### config.mk
export PLATFORM = sky130hd
export DESIGN_NAME = redirect_sequencer
export DESIGN_NICKNAME = d
export VERILOG_FILES = /design/src/rtl/redirect_pkg.sv /design/src/rtl/redirect_capture.sv /design/src/rtl/redirect_arbiter.sv /design/src/rtl/redirect_fsm.sv /design/src/rtl/redirect_sequencer.sv
export SDC_FILE = /design/constraint.sdc
export NUM_CORES = 1
export LEC_CHECK = 0
export BUFFER_PORTS_ARGS = -buffer_cell sky130_fd_sc_hd__buf_2
export CORE_MARGIN = 4
export CORE_UTILIZATION = 49
export CTS_CLUSTER_SIZE = 25
export DETAILED_ROUTE_END_ITERATION = 8
export PLACE_DENSITY = 0.77
export SETUP_SLACK_MARGIN = 0.3
export SLEW_MARGIN = 10
export SYNTH_ARGS = -nofsm -noshare
export SYNTH_HDL_FRONTEND = slang
export SYNTH_SLANG_ARGS = --single-unit
### constraint.sdc
create_clock -name clk -period 1.8 [get_ports clk]
set_clock_uncertainty 0.1 [all_clocks]
set_input_delay 0.36 -clock clk [delete_from_list [all_inputs] [get_ports clk]]
set_output_delay 0.36 -clock clk [all_outputs]
set_load 0.01 [all_outputs]
### src/rtl/redirect_pkg.sv
package redirect_pkg;

    // Redirect source; SRC_NONE means nothing is pending
    typedef enum logic [1:0] {
        SRC_RESET = 2'd0,
        SRC_NMI   = 2'd1,
        SRC_IRQ   = 2'd2,
        SRC_NONE  = 2'd3
    } src_e;

    typedef enum logic [2:0] {
        ST_HOLD   = 3'd0,
        ST_IDLE   = 3'd1,
        ST_VEC_LO = 3'd2,
        ST_VEC_HI = 3'd3,
        ST_FETCH  = 3'd4
    } seq_state_e;

    // Distance of each vector pair's low address below the top of memory
    localparam int unsigned NMI_OFS = 5;
    localparam int unsigned RST_OFS = 3;
    localparam int unsigned IRQ_OFS = 1;

endpackage

### src/rtl/redirect_capture.sv
module redirect_capture (
    input  logic clk,
    input  logic rst_n,
    input  logic nmi_n,
    input  logic ovf_n,
    input  logic take_nmi,
    output logic nmi_pend,
    output logic ovf_pulse
);
    logic [1:0] line_n;
    logic [1:0] prev_n;
    logic [1:0] fell;

    assign line_n = {ovf_n, nmi_n};

    // One falling-edge detector per active-low line
    for (genvar g = 0; g < 2; g++) begin : g_edge
        always_ff @(posedge clk or negedge rst_n) begin
            if (!rst_n) prev_n[g] <= 1'b1;
            else        prev_n[g] <= line_n[g];
        end
        assign fell[g] = prev_n[g] & ~line_n[g];
    end

    always_ff @(posedge clk or negedge rst_n) begin
        if (!rst_n) begin
            nmi_pend  <= 1'b0;
            ovf_pulse <= 1'b0;
        end else begin
            ovf_pulse <= fell[1];
            if (fell[0])       nmi_pend <= 1'b1;
            else if (take_nmi) nmi_pend <= 1'b0;
        end
    end

    assert_nmi_cleared_by_take_R3: assert property (@(posedge clk) disable iff (!rst_n)
        $fell(nmi_pend) |-> $past(take_nmi));

    assert_ovf_single_R10: assert property (@(posedge clk) disable iff (!rst_n)
        ovf_pulse |=> !ovf_pulse);

endmodule

### src/rtl/redirect_arbiter.sv
module redirect_arbiter
    import redirect_pkg::*;
(
    input  logic nmi_pend,
    input  logic irq_n,
    input  logic irq_disable,
    output src_e pick
);
    logic irq_ok;

    assign irq_ok = ~irq_n & ~irq_disable;

    // Fixed priority: latched NMI ahead of the maskable level
    always_comb begin
        if (nmi_pend)    pick = SRC_NMI;
        else if (irq_ok) pick = SRC_IRQ;
        else             pick = SRC_NONE;
    end

endmodule

### src/rtl/redirect_fsm.sv
module redirect_fsm
    import redirect_pkg::*;
#(
    parameter  int DATA_W = 8,
    localparam int ADDR_W = 2 * DATA_W
) (
    input  logic              clk,
    input  logic              rst_n,
    input  logic              ready,
    input  logic              insn_done,
    input  logic              core_fetch,
    input  src_e              pick,
    input  logic [DATA_W-1:0] rd_data,
    output logic [ADDR_W-1:0] bus_addr,
    output logic              bus_rd,
    output logic              opcode_fetch,
    output logic              pc_load,
    output logic [ADDR_W-1:0] pc_value,
    output logic              take_nmi
);
    localparam logic [ADDR_W-1:0] TOP_ADDR = {ADDR_W{1'b1}};
    localparam logic [ADDR_W-1:0] NMI_LO   = TOP_ADDR - ADDR_W'(NMI_OFS);
    localparam logic [ADDR_W-1:0] RST_LO   = TOP_ADDR - ADDR_W'(RST_OFS);
    localparam logic [ADDR_W-1:0] IRQ_LO   = TOP_ADDR - ADDR_W'(IRQ_OFS);

    seq_state_e        state, state_nx;
    src_e              src_q, src_nx;
    logic [DATA_W-1:0] lo_q;
    logic [ADDR_W-1:0] pc_q;
    logic [ADDR_W-1:0] vec_lo;

    // Next-state logic
    always_comb begin
        state_nx = state;
        src_nx   = src_q;
        unique case (state)
            ST_HOLD: begin
                state_nx = ST_VEC_LO;
                src_nx   = SRC_RESET;
            end
            ST_IDLE: begin
                if (insn_done && pick != SRC_NONE) begin
                    state_nx = ST_VEC_LO;
                    src_nx   = pick;
                end
            end
            ST_VEC_LO: if (ready) state_nx = ST_VEC_HI;
            ST_VEC_HI: if (ready) state_nx = ST_FETCH;
            ST_FETCH:  if (ready) state_nx = ST_IDLE;
            default:   state_nx = ST_HOLD;
        endcase
    end

    // State register and captured bytes
    always_ff @(posedge clk or negedge rst_n) begin
        if (!rst_n) begin
            state <= ST_HOLD;
            src_q <= SRC_RESET;
            lo_q  <= '0;
            pc_q  <= '0;
        end else begin
            state <= state_nx;
            src_q <= src_nx;
            if (state == ST_VEC_LO && ready) lo_q <= rd_data;
            if (state == ST_VEC_HI && ready) pc_q <= {rd_data, lo_q};
        end
    end

    always_comb begin
        unique case (src_q)
            SRC_NMI: vec_lo = NMI_LO;
            SRC_IRQ: vec_lo = IRQ_LO;
            default: vec_lo = RST_LO;
        endcase
    end

    // Outputs
    always_comb begin
        bus_addr     = '0;
        bus_rd       = 1'b0;
        opcode_fetch = 1'b0;
        pc_load      = 1'b0;
        unique case (state)
            ST_IDLE:   opcode_fetch = core_fetch;
            ST_VEC_LO: begin
                bus_addr = vec_lo;
                bus_rd   = 1'b1;
            end
            ST_VEC_HI: begin
                bus_addr = vec_lo + 1'b1;
                bus_rd   = 1'b1;
            end
            ST_FETCH: begin
                bus_addr     = pc_q;
                bus_rd       = 1'b1;
                opcode_fetch = 1'b1;
                pc_load      = ready;
            end
            default: ;
        endcase
    end

    assign pc_value = pc_q;
    assign take_nmi = (state == ST_IDLE) && insn_done && (pick == SRC_NMI);

    assert_release_reads_reset_R2: assert property (@(posedge clk) disable iff (!rst_n)
        (state == ST_HOLD) |=> (state == ST_VEC_LO && src_q == SRC_RESET));

    assert_idle_without_boundary_R5: assert property (@(posedge clk) disable iff (!rst_n)
        (state == ST_IDLE && !insn_done) |=> (state == ST_IDLE));

    assert_stall_holds_addr_R7: assert property (@(posedge clk) disable iff (!rst_n)
        (bus_rd && !ready) |=> (bus_rd && $stable(bus_addr)));

    assert_hi_follows_lo_R8: assert property (@(posedge clk) disable iff (!rst_n)
        (state == ST_VEC_LO && ready) |=> (bus_addr == $past(bus_addr) + 1'b1));

    assert_load_single_R8: assert property (@(posedge clk) disable iff (!rst_n)
        pc_load |=> !pc_load);

endmodule

### src/rtl/redirect_sequencer.sv
module redirect_sequencer
    import redirect_pkg::*;
#(
    parameter  int DATA_W = 8,
    localparam int ADDR_W = 2 * DATA_W
) (
    input  logic              clk,
    input  logic              rst_req_n,
    input  logic              nmi_req_n,
    input  logic              irq_req_n,
    input  logic              ovf_set_n,
    input  logic              ready,
    input  logic              irq_disable,
    input  logic              insn_done,
    input  logic              core_fetch,
    input  logic [DATA_W-1:0] rd_data,
    output logic [ADDR_W-1:0] bus_addr,
    output logic              bus_rd,
    output logic              opcode_fetch,
    output logic              pc_load,
    output logic [ADDR_W-1:0] pc_value,
    output logic              ovf_set_pulse
);
    localparam logic [ADDR_W-1:0] NMI_ADDR = {ADDR_W{1'b1}} - ADDR_W'(NMI_OFS);

    logic nmi_pend;
    logic take_nmi;
    src_e pick;

    redirect_capture u_capture (
        .clk       (clk),
        .rst_n     (rst_req_n),
        .nmi_n     (nmi_req_n),
        .ovf_n     (ovf_set_n),
        .take_nmi  (take_nmi),
        .nmi_pend  (nmi_pend),
        .ovf_pulse (ovf_set_pulse)
    );

    redirect_arbiter u_arbiter (
        .nmi_pend    (nmi_pend),
        .irq_n       (irq_req_n),
        .irq_disable (irq_disable),
        .pick        (pick)
    );

    redirect_fsm #(.DATA_W(DATA_W)) u_fsm (
        .clk          (clk),
        .rst_n        (rst_req_n),
        .ready        (ready),
        .insn_done    (insn_done),
        .core_fetch   (core_fetch),
        .pick         (pick),
        .rd_data      (rd_data),
        .bus_addr     (bus_addr),
        .bus_rd       (bus_rd),
        .opcode_fetch (opcode_fetch),
        .pc_load      (pc_load),
        .pc_value     (pc_value),
        .take_nmi     (take_nmi)
    );

    assert_fetch_at_new_pc_R9: assert property (@(posedge clk) disable iff (!rst_req_n)
        pc_load |-> (opcode_fetch && bus_addr == pc_value));

    // Idle with no read, latched NMI and a boundary: the NMI vector must be next
    assert_nmi_beats_irq_R6: assert property (@(posedge clk) disable iff (!rst_req_n)
        (nmi_pend && insn_done && !bus_rd) |=> (bus_addr == NMI_ADDR));

endmodule

# Yosys cells after proc, flatten, opt, wreduce, memory -nomap -nowiden
# Index checks and enable logic that the tools add are counted.
[totals]
ff_bits = 33
inputBits = 17
out_inout_bits = 36
wordCells = 55
[classes]
add_sub_neg = 1
n_eq_ne = 12
n_mux = 16
bitwise = 7
reduce_logical = 11
[ops]
columns = ["op", "count"]
rows = [
  ["$pmux W16 S3", 1],
  ["$pmux W3 S5", 1],
  ["$mux W3", 4],
  ["$ne A2 B2 Y1 const B", 4],
  ["$eq A3 B2 Y1 const B", 2],
  ["$pmux W3 S2", 1],
  ["$add A4 B2 Y5 const B", 1],
  ["$logic_and A1 B1 Y1", 5],
  ["$mux W1", 5],
  ["$eq A2 B1 Y1 const B", 2],
  ["$mux W2", 2],
  ["$not A1 Y1", 4],
  ["$pmux W2 S2", 1],
  ["$reduce_and A4 Y1", 1],
  ["$reduce_bool A2 Y1", 2],
  ["$and A1 B1 Y1", 3],
  ["$eq A3 B1 Y1 const B", 1],
  ["$eq A3 B3 Y1 const B", 1],
  ["$logic_not A3 Y1", 1],
  ["$reduce_or A3 Y1", 1],
  ["$eq A2 B2 Y1 const B", 1],
  ["$ne A2 B1 Y1 const B", 1],
  ["$pmux W1 S2", 1],
  ["$reduce_and A2 Y1", 1],
]

# Depth between registers and ports, before layout
# Gate-level depths: netlist of the first run.
[depth]
ltp_word = 8
mapped_depth = 5
mapped_depth_nobuf = 3

# Modules after synthesis
# Synthesis of the first run repeated with hierarchy kept, for this count alone.
[unflattened]
cells_unflattened = 137
area_unflattened_um2 = 1529.0
[by_module_without_submodules]
columns = ["module", "n_inst", "cells_per_inst", "area_per_inst_um2", "seq_area_each_um2"]
rows = [
  ["redirect_fsm", 1, 127, 1390.1, 725.7],
  ["redirect_capture", 1, 8, 128.9, 102.6],
  ["redirect_arbiter", 1, 2, 10.0, 0.0],
]

# Worst setup path before layout of the first run
# Ideal clock, no wire load.
[synth_path]
kind = "reg2out"
startpoint = "register u_fsm.state[0]"
endpoint = "output opcode_fetch"
arrival_ps = 1251
t_required_ps = 1340
setup_slack_ps = 89
path_stages_with_launch = 6
n_path_buf = 2
cell_sequence = "dfrtp_1 -> clkbuf_1 -> buf_2 -> nand2_1 -> mux2_2 -> nor2_1"
[synth_via]
elab_chain_len = 2
word_cells_on_any_way = 3
classes_between = "eq/ne: 2; mux: 1"
[synth_lines]
columns = ["element", "line_no", "source"]
rows = [
  ["start: declaration", "redirect_fsm.sv:26", "seq_state_e state, state_nx;"],
  ["start signal: assignment", "redirect_fsm.sv:62", "state <= state_nx;"],
  ["$eq A3 B3 Y1 or $eq A3 B1 Y1 (tied branches)", "redirect_fsm.sv:83", "unique case (state)"],
  ["$pmux W1 S2 *", "redirect_fsm.sv:83", ""],
  ["end: declaration", "redirect_sequencer.sv:19", "output logic opcode_fetch,"],
]
# Every way passes the cells marked *; elsewhere a longest branch is shown, timed or not.

# Worst setup path after layout of the first run
[layout_path]
startpoint = "register u_fsm.state[1]"
endpoint = "output bus_addr[1]"
[layout_via]
elab_chain_len = 2
word_cells_on_any_way = 4
classes_between = "eq/ne: 3; mux: 1"
[layout_lines]
columns = ["element", "line_no", "source"]
rows = [
  ["$eq A3 B3 Y1 or $eq A3 B2 Y1 (tied branches)", "redirect_fsm.sv:83", ""],
  ["$pmux W16 S3 *", "redirect_fsm.sv:83", ""],
  ["end: declaration", "redirect_sequencer.sv:17", "output logic [ADDR_W-1:0] bus_addr,"],
]
# Marks and branches as above.

==> results of run 1 <==
-- flip-flops by register name (all words and copies together), names as in the netlist --
name / cells
u_fsm.pc_value: 16
u_fsm.lo_q: 8
u_fsm.state: 3
u_capture.prev_n: 2
u_capture.ovf_pulse: 1
u_fsm.src_q: 2
u_capture.nmi_pend: 1
-- power by group through the flow --
stage               logic [uW]  registers, uW  clock network, uW
global placement          1750           1330                  0
floorplan                 1150           1380                  0
detailed placement        1780           1360                  0
finish                    2530           1370                387
CTS                       2160           1350                394
global route              2710           1420                423
-- metal layers --
layer | global-route usage (%) | vias up | share of wire, %
met5 | 0 | - | 0
met4 | 6.47 | 0 | 1.0
met3 | 5.33 | 6 | 5.7
met2 | 32.9 | 49 | 51
met1 | 22.9 | 641 | 43
li1 | - | 593 | -
-- cell type report --
cell class	count	area share, %
sequential	33	36.3
multi-input combinational	87	34.5
timing repair buffer	76	24.8
inverter	3	0.493
clock buffer	8	2.13
tap	31	1.70
-- path summary, 6_finish.rpt --
kind                            cells after the start  slack [ps]                       endpoint
worst min register to register                      1         410  u_capture.ovf_pulse$_DFF_PN0_
max in group asynchronous                           1        1140     u_fsm.state[1]$_DFFE_PN0P_
worst max-delay path                                5        -200                    bus_addr[1]
worst min-delay path                                1         -30  u_fsm.pc_value[0]$_DFFE_PN0P_
worst max register to register                      6         120      u_fsm.lo_q[1]$_DFFE_PN0P_
min in group clk                                    1          50  u_capture.prev_n[0]$_DFF_PN1_
-- worst max-delay path: cells and delay by family (launching register included) --
family	cells	cell delay, ps
buffers and inverters	2	340
and+or+nand+nor	2	330
AOI/OAI and AO/OA	1	90
DFF	1	460
-- metrics by stage --
step	cell area [um2]	setup slack [ps]	hold WS, ps	instances
detailed placement	1880	154	348	212
global placement	1880	163	348	212
CTS	2120	-140	0.604	232
finish	2290	-204	-31.1	238
global route	2290	-253	19.5	238
floorplan	1610	189	-35.6	130
-- cells in the final DEF, fill, tap and decap left out, types with 2 or more instances in the layout --
cell | Yosys | layout
sky130_fd_sc_hd__clkbuf_4 | 0 | 5
sky130_fd_sc_hd__dfrtp_2 | 0 | 2
sky130_fd_sc_hd__clkbuf_1 | 2 | 3
sky130_fd_sc_hd__a22o_1 | 2 | 2
sky130_fd_sc_hd__dfstp_2 | 2 | 2
sky130_fd_sc_hd__o21ai_0 | 5 | 4
sky130_fd_sc_hd__nand2_2 | 0 | 8
sky130_fd_sc_hd__buf_2 | 2 | 47
sky130_fd_sc_hd__nor3b_4 | 1 | 3
sky130_fd_sc_hd__nand2_1 | 32 | 24
sky130_fd_sc_hd__inv_1 | 3 | 2
sky130_fd_sc_hd__buf_4 | 1 | 10
sky130_fd_sc_hd__buf_6 | 2 | 15
sky130_fd_sc_hd__mux2_4 | 0 | 25
sky130_fd_sc_hd__nand3_1 | 6 | 6
sky130_fd_sc_hd__dfrtp_1 | 31 | 29
-- timing repair --
| item | 4_1_cts | 5_1_grt |
|---|---|---|
| pin swaps | 2 | 5 |
| endpoints found under the setup margin | 43 | 47 |
| gates resized for setup | 22 | 26 |
| buffers inserted | 11 | 5 |
| gates cloned | 1 | 1 |
-- kinds of logic (layout without fill, tap and decap cells) --
family          after synthesis  count (layout)
compound gates                9               9
xor+xnor                      1               1
fa+ha+maj                     1               1
buf+inv                      10              87
flops                        33              33
mux                          25              25
simple gates                 51              51
==> results by stage, run 1 <==
Worst setup path:
- At the worst endpoint, the required time is 1340 ps.
- The worst setup path is of the reg -> out kind.
- In this run the worst setup path begins at u_fsm.state[1]$_DFFE_PN0P_.
- The kind of capture point of the worst setup path is an output pin.
- Of all nets on the critical path, the largest fanout is 9.
- The worst setup path is launched from a register.
- Walking the worst path, the cells encountered are nor3b_4 > buf_6 > nand2_1 > o21ai_0 > buf_2.
- The worst register-to-register path begins at u_fsm.state[1]$_DFFE_PN0P_.
- The slowest library cell on the worst path is sky130_fd_sc_hd__dfrtp_2.
- The critical path data arrival time is 1540 ps.
- In this design, the stage delay of the slowest critical-path cell is 460 ps.

Timing:
- Setup violations remaining at the end of the flow were counted as 19.
- In the finished design, the share of the clock period the worst path needs comes to 111%.
- The remaining max-slew budget at the tightest pin is 52.7%.
- After layout, the worst setup slack is -204 ps.
- Setup repair after global routing could not meet its margin everywhere.
- The number of pins exceeding their max-slew limit in the final report is 0.
- The setup total negative slack is -3250 ps.
- The peak clock frequency supported by timing is between 400 and 500 MHz.
- The count of endpoints failing hold in the final timing report is 31.
- For the finished layout, the period the worst path requires is 2000 ps.
- The final worst hold slack is -31.1 ps.
- At the pin with the least slew margin, the transition time is 709 ps.

Global routing:
- The via count of the first global-routing pass is 1267.
- Global routing finished with a remaining overflow of 0.
- The number of antenna violations at the first check in global routing was 0.
- In the global route stage, overall resource usage came out at 19.1%.
- The largest net degree at the start of global routing is 34.
- The first global-routing pass estimated 6070 um of wire.

Drt:
- The per-cell routed wire length is 17.5 um.
- The average via count per standard cell is 5.42.
- The number of search-and-repair iterations in the first detailed-routing pass is 4.
- In this run the remaining antenna-violating nets after routing total 0.
- The first routing iteration left 72 violations.
- The remaining routing DRC violations is 0.
- Summing over every cut layer, the via total after detailed routing is 1289.
- Wires add up to 4160 um.

Flow run:
- Max-cap violations in this run came to 0.

Logic synthesis:
- By area the synthesized netlist is led by sky130_fd_sc_hd__dfrtp_1, sky130_fd_sc_hd__mux2_2, sky130_fd_sc_hd__nand2_1, sky130_fd_sc_hd__dfstp_2, sky130_fd_sc_hd__nand3_1.
- The commonest cells after synthesis are sky130_fd_sc_hd__nand2_1, sky130_fd_sc_hd__dfrtp_1, sky130_fd_sc_hd__mux2_2.
- For this run, the leading register cell type out of synthesis is sky130_fd_sc_hd__dfrtp_1.
- The combined area of all synthesized cells is 0.00151 mm2.
- The synthesized design spends more area on one cell type than any other, namely sky130_fd_sc_hd__dfrtp_1.
- The combinational family with the most area after synthesis is multiplexers.
- After Yosys synthesis, XOR and XNOR cells account for 0.580% of the synthesized area.
- The total nets after synthesis is around 150.
- After synthesis, the netlist uses 29 different library cells.
- The post-synthesis instance total is 130.
- The mean cell area of the mapped netlist is between 10 and 15 um2.
- The synthesized netlist devotes just over 4% of its cell area to compound gates.
- The most frequent cell after synthesis is sky130_fd_sc_hd__nand2_1.
- The simple-gate portion of the synthesized area is 17.1%.
- The adder and majority gate portion of the synthesized area is less than 1%.
- The synthesis warning total is 0.
- Yosys mapped a number of flops with a built-in enable equal to 0.
- Synthesis inferred 33 register bits.
- The top cell type's share of synthesized area is 51.4%.
- After synthesis, the share of flip-flops with an asynchronous set or reset is 100%.
- The portion of the post-synthesis area used by sequential elements is 54.8%.
- The multiplexer area fraction after synthesis is 18.6%.

Power and ir drop:
- The total chip power is about 4300 uW.
- Cell internal power was estimated by the tool at 2680 uW.
- Power spread over the standard cell area amounts to roughly 1900 mW/mm2.
- The part of the power in the clock network is ~9.0%.
- The switching fraction of total power is 37.5%.
- IR analysis of the VDD net gives a maximum drop of 1.13 mV.
- The analysis attributes to net switching a power of 1610 uW.
- Per report_power, the sequential group accounts for 32.0% of the total.
- In this run, the combinational gates consume roughly 60% of the power.
- The total leakage power is about 0.0012 uW.

Cells and area:
- The multi-input combinational cells in the finished layout cover a total of around 790 um2.
- The post-layout net count is between 200 and 250.
- The post-route core utilization is 80.1%.
- From synthesis to final layout, the design area changed by 51.4%.
- Cells with a size suffix above 1 make up roughly 62% of the layout.
- After filler insertion, the fill cell instance count of the layout stands at 162.
- The repair_antennas step left the layout with diodes totalling 0.
- The footprint of the flip-flops and latches is 831 um2.

Status:
- The checks that failed: hold timing, setup timing.
- The run finished, with violations left.

Floorplanning:
- The vertical extent of the die is between 60 and 70 um.
- The number of rows in the core area is 19.
- The region available for standard cell placement spans 0.00285 mm2.
- The floorplan step defined a die boundary enclosing approximately 0.0040 mm2.
- 53 I/O pins were placed.
- The initial cell density of the core is 52.9%.
- The die width is ~64 um.

CTS:
- TritonCTS built the clock tree.
- The number of buffers inserted by hold repair at cts is 0.
- The deepest level of the CTS H-tree is 2.
- The clock drives 33 sinks.
- At the later pin of the worst-skew pair, clock insertion delay measures 330 ps.
- The longest clock path from root to sink contains 2 buffers.
- The clock input transition at the sequential cells of the worst setup and hold paths is 100 ps.
- Buffers inserted during clock tree synthesis total 5.
- The clock tree root buffer cell is sky130_fd_sc_hd__clkbuf_4.

Placement:
- The congestion estimate from routability-driven global placement came to 0.870.
- The number of input and output port buffers inserted is 52.
- Summed over all nets, the half-perimeter wirelength after detailed placement is 2350 um.

Hold path:
- In this run the worst hold path is classified as in -> async.
No activity file was read; power rests on OpenSTA's default activity.
==> run 2: changes to the inputs <==
- CORE_ASPECT_RATIO: not set -> 0.6
- CORE_MARGIN: 4 -> 2
- SKIP_LAST_GASP: not set -> 1
==> run 2 against run 1 <==
  * The run ends with setup timing left
  * First-iteration DRC count grew 63%
  * Total power increased by 7.5%
  * Setup slack improved by 53 ps
  * Hold slack better by 44 ps
  * Die area is 12% lower
  * Critical endpoint is now bus_addr[2]
  * Largest cell class unchanged
==> results by stage, run 2 (same netlist as run 1, synthesis figures left out) <==
Worst setup path:
- Data on the critical path arrives at its endpoint at ~1500 ps.
- Of all nets on the critical path, the largest fanout is 8.
- The setup slack of the most critical reg-to-reg path is 70 ps.
- STA classifies the critical path endpoint as an output pin.
- The data required time at the worst endpoint is 1340 ps.
- The largest single stage delay on the critical path is 430 ps.
- The worst setup path is launched from a register.
- The path type of the worst setup path is reg -> out.
- Walking the worst path, the cells encountered are nor3b_4 > buf_6 > nand2_2 > o21ai_2 > buf_2.
- The slowest library cell on the worst path is sky130_fd_sc_hd__dfrtp_1.

Cells and area:
- The register with the most flip-flops in the layout has 16 of them.
- In the layout the commonest cells are sky130_fd_sc_hd__buf_2, sky130_fd_sc_hd__dfrtp_1, sky130_fd_sc_hd__mux2_4.
- The post-route core utilization is 79.4%.
- The most common cell after layout, fill and taps aside is sky130_fd_sc_hd__buf_2.
- Fill cells in the final layout number 169.
- In the final design database the tool counted 219 nets.
- The fraction of layout instances using a drive strength above 1 is 64.9%.
- The number of antenna diodes in the final layout is 0.
- Compared with the post-synthesis result, the final layout area differs by 52.9%.

Global routing:
- Global routing finished with a remaining overflow of 0.
- Global routing used 25.0% of the available tracks.
- The via count of the first global-routing pass was 1197.
- The largest net degree at the start of global routing is 34.
- The number of antenna violations at the first check in global routing was 0.
- The global-route wire length before repair is 6130 um.

Timing:
- The total setup violations reported at the end of the flow is 19.
- The final critical path takes up 108% of the cycle.
- For the pin with the worst max-slew slack, the measured transition is 721 ps.
- The peak clock frequency supported by timing is 513 MHz.
- In the post-route analysis, the smallest setup slack over all paths is -150 ps.
- The number of pins exceeding their max-slew limit in the final report is 0.
- Setup repair after global routing could not meet its margin everywhere.
- The remaining max-slew budget at the tightest pin is 52.0%.
- The count of endpoints failing hold in the final timing report is 0.
- The routed design could run at a clock period as short as about 2000 ps.

Drt:
- For this run, the detailed router's first-pass iteration total came to 4.
- The average via count per standard cell is 5.43.
- The routed wire length is 4530 um.
- In the final routed layout, each cell accounts on average for 18.6 um.
- The via total after detailed routing is roughly 1300.
- After detailed routing, the number of remaining DRC violations is 0.
- In this run the remaining antenna-violating nets after routing total 0.
- The iteration-0 DRC count of the detailed router is approximately 120.

CTS:
- The number of buffers inserted by hold repair at cts is 0.
- Counting along the longest clock path gives a buffer depth of 2.
- CTS built an H-tree with a depth of 2.
- The CTS tree is yes.
- Clock tree synthesis selected as its root buffer the cell sky130_fd_sc_hd__clkbuf_8.
- The clock input transition at the sequential cells of the worst setup and hold paths is 80 ps.
- The number of clock sinks is 33.
- The number of buffers inserted during clock tree synthesis is 5.
- The later pin in the worst-skew pair is clocked with a latency of 290 ps.

Status:
- The flow ran to the end, but the final reports show violations.
- The checks that failed: setup timing.

Power and ir drop:
- Across the VDD grid, the largest voltage drop is between 0.9 and 1 mV.
- In this run the static leakage power is 0.00117 uW.
- The power density over the cells is 2000 mW/mm2.

Floorplanning:
- The vertical extent of the die is 47 um.
- The die area is 0.00356 mm2.
- The floorplan has 15 rows.
- For this configuration, the core starts out at a cell density of 51.9%.
- 53 I/O pins were placed.
- The core region is 0.00291 mm2.
- From left edge to right edge, the die measures 75.7 um.

Placement:
- The number of input and output port buffers inserted is 52.
- The post-detailed-placement half-perimeter wirelength is 2560 um.
- The placer congestion estimate is 0.901.
- Prior to clock tree synthesis, the placed netlist has a worst setup slack of 77.6 ps.

Flow run:
- The max-capacitance violation count is 0.

Hold path:
- In this run the worst hold path is classified as in -> async.
[run 2: timing repair]
item                                    in CTS  in global routing
endpoints found under the hold margin        0                  0
resized for setup                            9                 39
setup buffers                                8                  3
pin swaps                                    4                 10
endpoints found under the setup margin      43                 45
gates cloned                                 1                  0
[run 2: per-layer routing]
layer	vias up	wire length, um	GRT usage (%)
met4	0	123	9.82
met1	651	1910	32.9
met5	-	0	0
met3	11	342	6.22
met2	79	2160	40.7
li1	584	-	-
[run 2: worst max-delay path: cells and delay by family, from the launching register on]
kind	cells	cell delay, ps
simple gates	2	360
buf+inv	2	340
flops	1	430
compound gates	1	70
[run 2: area by class of cell]
type | instances | area, um2 | area share, %
clock buffers | 5 | 68.8 | 2.98
flip-flops and latches | 33 | 831 | 36.0
repair buffers | 71 | 494 | 21.4
clock inverters | 3 | 65.1 | 2.82
multi-input cells | 87 | 787 | 34.1
inverters | 3 | 11.3 | 0.488
well taps | 42 | 52.6 | 2.28
[run 2: final timing paths]
| kind | from | end | cells after the start |
|---|---|---|---|
| worst max register to register | u_fsm.state[0]$_DFFE_PN0P_ | u_fsm.lo_q[2]$_DFFE_PN0P_ | 6 |
| worst max-delay path | u_fsm.state[0]$_DFFE_PN0P_ | bus_addr[2] | 5 |
| worst min register to register | u_fsm.lo_q[0]$_DFFE_PN0P_ | u_fsm.pc_value[0]$_DFFE_PN0P_ | 1 |
| worst min-delay path | rst_req_n | u_fsm.pc_value[6]$_DFFE_PN0P_ | 1 |
| min in group clk | ovf_set_n | u_capture.prev_n[1]$_DFF_PN1_ | 1 |
| max in group asynchronous | rst_req_n | u_fsm.state[1]$_DFFE_PN0P_ | 1 |
[run 2: per-stage QoR]
stage / cells / total power (uW) / TNS (ps) / hold slack, ps / area (um2)
finish: 244 / 4610 / -1650 / 12.5 / 2310
global route: 244 / 4830 / -3150 / 63.7 / 2310
CTS: 241 / 4190 / -1410 / 45.9 / 2160
detailed placement: 224 / 3150 / 0 / 360 / 1900
global placement: 224 / 3070 / 0 / 349 / 1900
floorplan: 130 / 2530 / 0 / -35.6 / 1610
[run 2: where the power goes]
part	leakage [uW]	total, uW	internal, uW	switching (uW)
combinational	0.000714	2350	1280	1060
clock	0.0000681	849	550	299
sequential	0.000387	1420	1090	326
total	0.00117	4610	2920	1690
==> run 3: changes to the inputs <==
- REMOVE_ABC_BUFFERS: not set -> 1
==> run 3 against run 2 <==
  * The run still ends with setup timing left
  * Largest cell class unchanged
  * Total power shrank 18%
  * Clock power shrank 34%
  * Register-to-register slack gained 130 ps
  * Combinational power shrank 20%
==> results by stage, run 3 (same netlist as run 1, synthesis figures left out) <==
Timing:
- After layout, the minimum clock period comes to 1910 ps.
- The remaining max-slew budget at the tightest pin is a little over half.
- For this run, the top clock speed supported by timing is 523 MHz.
- The number of pins exceeding their max-slew limit in the final report was 0.
- The final worst-path cycle share is 106%.
- In the post-route analysis, the smallest setup slack over all paths is -111 ps.
- The count of endpoints failing hold in the final timing report is 0.
- Setup repair after global routing could not meet its margin everywhere.
- The total setup violations reported at the end of the flow is 19.
- The actual transition at the worst max-transition pin is 716 ps.

Global routing:
- Global routing used 20.5% of the available tracks.
- The largest net degree at the start of global routing is 34.
- The via count of the first global-routing pass is between 1000 and 1500.
- The number of antenna violations at the first check in global routing was 0.
- The aggregate global routing overflow is 0.
- The first global-routing pass estimated 5180 um of wire.

Worst setup path:
- For the worst setup path, the data required time is about 1300 ps.
- STA puts the critical path data arrival time at ~1500 ps.
- The largest driver fanout on the critical path is 5.
- The kind of capture point of the worst setup path is an output pin.
- The number of buffers and inverters on the critical path is 2.
- The category of cells accounting for the largest share of critical-path delay is flip-flops.
- The critical path is of the reg -> out type.
- Walking the worst path, the cells encountered are buf_6 > or3_1 > nand2_1 > buf_2.
- The largest incremental delay on the critical path is 460 ps.
- The worst setup path is launched from a register.
- The slowest stage of the critical path is the sky130_fd_sc_hd__dfrtp_2 cell.

Drt:
- The residual antenna-violating net count after detailed routing is 0.
- The number of search-and-repair iterations in the first detailed-routing pass is 4.
- After detailed routing, the number of vias per cell comes to 5.12.
- After detailed routing, the number of remaining DRC violations is 0.
- The routed wire length is 3590 um.
- Dividing the detail-routed wire length by the instance count gives between 10 and 15 um.
- For this block, the initial DRC count from the detailed router was 101.
- The routed layout has 1229 vias.

Power and ir drop:
- The switching fraction of total power is about two fifths.
- The worst voltage drop across the vdd grid is 0.982 mV.
- Of the total power, the clock network draws between 10 and 15%.
- The power density over the cells is 1850 mW/mm2.
- The net switching power is 1450 uW.
- Combinational logic is responsible for between 40% and 50% of the overall power.
- Summed over all cells, the static leakage comes to between 0.0009 and 0.001 uW.
- The internal power is 2350 uW.
- The register share of total power is 36.1%.

Floorplanning:
- The count of boundary I/O pins is 53.
- The initial cell density of the core is roughly half.
- The die is 75.7 um wide.
- In this run the standard cell core region covers 0.00291 mm2.
- The die covers between 0.003 and 0.004 mm2.
- In this run the vertical extent of the chip is 47 um.
- The number of rows in the core area is 15.

CTS:
- The clock tree root buffer cell is sky130_fd_sc_hd__clkbuf_8.
- The clock latency on the worst-skew pair is 280 ps.
- The clock input transition at the sequential cells of the worst setup and hold paths is roughly 60 ps.
- The number of buffers inserted during clock tree synthesis is 5.
- The clock net in this run drives a total of 33 sinks.
- The clock tree synthesis step divided the H-tree into 2 levels.
- TritonCTS built the clock tree.
- No sink is reached through more buffers than the 2 on the longest clock path.

Placement:
- The instance count after placement with tap cells included is 225.
- The congestion estimate from routability-driven global placement came to 0.801.
- Summed over all nets, the half-perimeter wirelength after detailed placement is 2380 um.
- Timing analysis after detailed placement gives a worst setup slack of 75.0 ps.
- Input and output buffers added on the ports amount to 52.

Cells and area:
- The library cells used most frequently in the layout, excluding fill and tap cells, are sky130_fd_sc_hd__buf_2, sky130_fd_sc_hd__nand2_1, sky130_fd_sc_hd__dfrtp_1.
- The final cell count without fillers is 240.
- The post-route netlist has around 57% of its cells at a drive strength greater than 1.
- The post-layout net count is 215.
- The flip-flop count of the largest register after layout is 16.
- The post-synthesis to final-layout area growth is 35.5%.
- The repair_antennas step left the layout with diodes totalling 0.
- Leaving out fill and tap cells, the most frequent cell in the layout is sky130_fd_sc_hd__buf_2.

Flow run:
- The max-capacitance violation count is 0.

Hold path:
- The worst hold-check path type is in -> async.

Status:
- The final reports fail on setup timing.
- The run finished, with violations left.
run 3: cell count changes in the layout (fill, tap and decap cells not counted), sizes merged:
cell    change
bufinv      -2
clkbuf      +3
clkinv      -1
buf         -6
nand3       +2
run 3: cell type report:
class | count | area (um2)
fill | 212 | 863
clock buffer | 8 | 90.1
tap | 42 | 52.6
multi-input combinational | 89 | 687
timing repair buffer | 65 | 373
sequential | 33 | 832
inverter | 3 | 11.3
run 3: repair_timing:
action                                  4_1_cts  5_1_grt
gates cloned                                  0        2
hold buffers                                  0        0
gates resized for setup                       9        8
pin swaps                                     4        2
buffers inserted                              4        1
endpoints found under the setup margin       44       45
run 3: layer usage:
metal	part of all wire [%]	up-vias	routed length (um)	track usage [%]
met2	47	54	1680	33.7
li1	-	588	-	-
met1	46	583	1650	27.6
met4	0.53	0	19	5.26
met3	6.7	4	241	5.58
met5	0	-	0	0
run 3: power groups by stage:
stage | Sequential (uW) | Combinational, uW | Clock, uW
floorplan | 1420 | 840 | 0
global placement | 1330 | 1600 | 0
detailed placement | 1360 | 1660 | 0
CTS | 1350 | 1770 | 571
global route | 1410 | 2050 | 601
finish | 1370 | 1870 | 559
run 3: per-stage QoR:
| step | setup TNS [ps] | utilization, % | hold slack, ps | instance area, um2 | power (uW) |
|---|---|---|---|---|---|
| after floorplan | -412 | - | -35.6 | 1460 | 2260 |
| after global placement | 0 | 63.1 | 347 | 1840 | 2930 |
| after detailed placement | 0 | 63.1 | 355 | 1840 | 3020 |
| after CTS | -864 | 68.3 | 59.7 | 1990 | 3700 |
| after global routing | -2720 | 70.3 | 83.1 | 2050 | 4060 |
| final | -1400 | 70.3 | 34.3 | 2050 | 3790 |
run 3: worst paths after layout:
| path | start | end | slack [ps] | cells after the start |
|---|---|---|---|---|
| setup reg to reg | u_fsm.state[1]$_DFFE_PN0P_ | u_fsm.lo_q[7]$_DFFE_PN0P_ | 200 | 5 |
| min in group clk | nmi_req_n | u_capture.prev_n[0]$_DFF_PN1_ | 90 | 1 |
| hold / removal | rst_req_n | u_fsm.state[1]$_DFFE_PN0P_ | 30 | 1 |
| max in group asynchronous | rst_req_n | u_fsm.state[2]$_DFFE_PN0P_ | 1050 | 1 |
| hold reg to reg | u_fsm.lo_q[7]$_DFFE_PN0P_ | u_fsm.pc_value[7]$_DFFE_PN0P_ | 400 | 1 |
| setup / recovery | u_fsm.state[0]$_DFFE_PN0P_ | bus_rd | -110 | 4 |
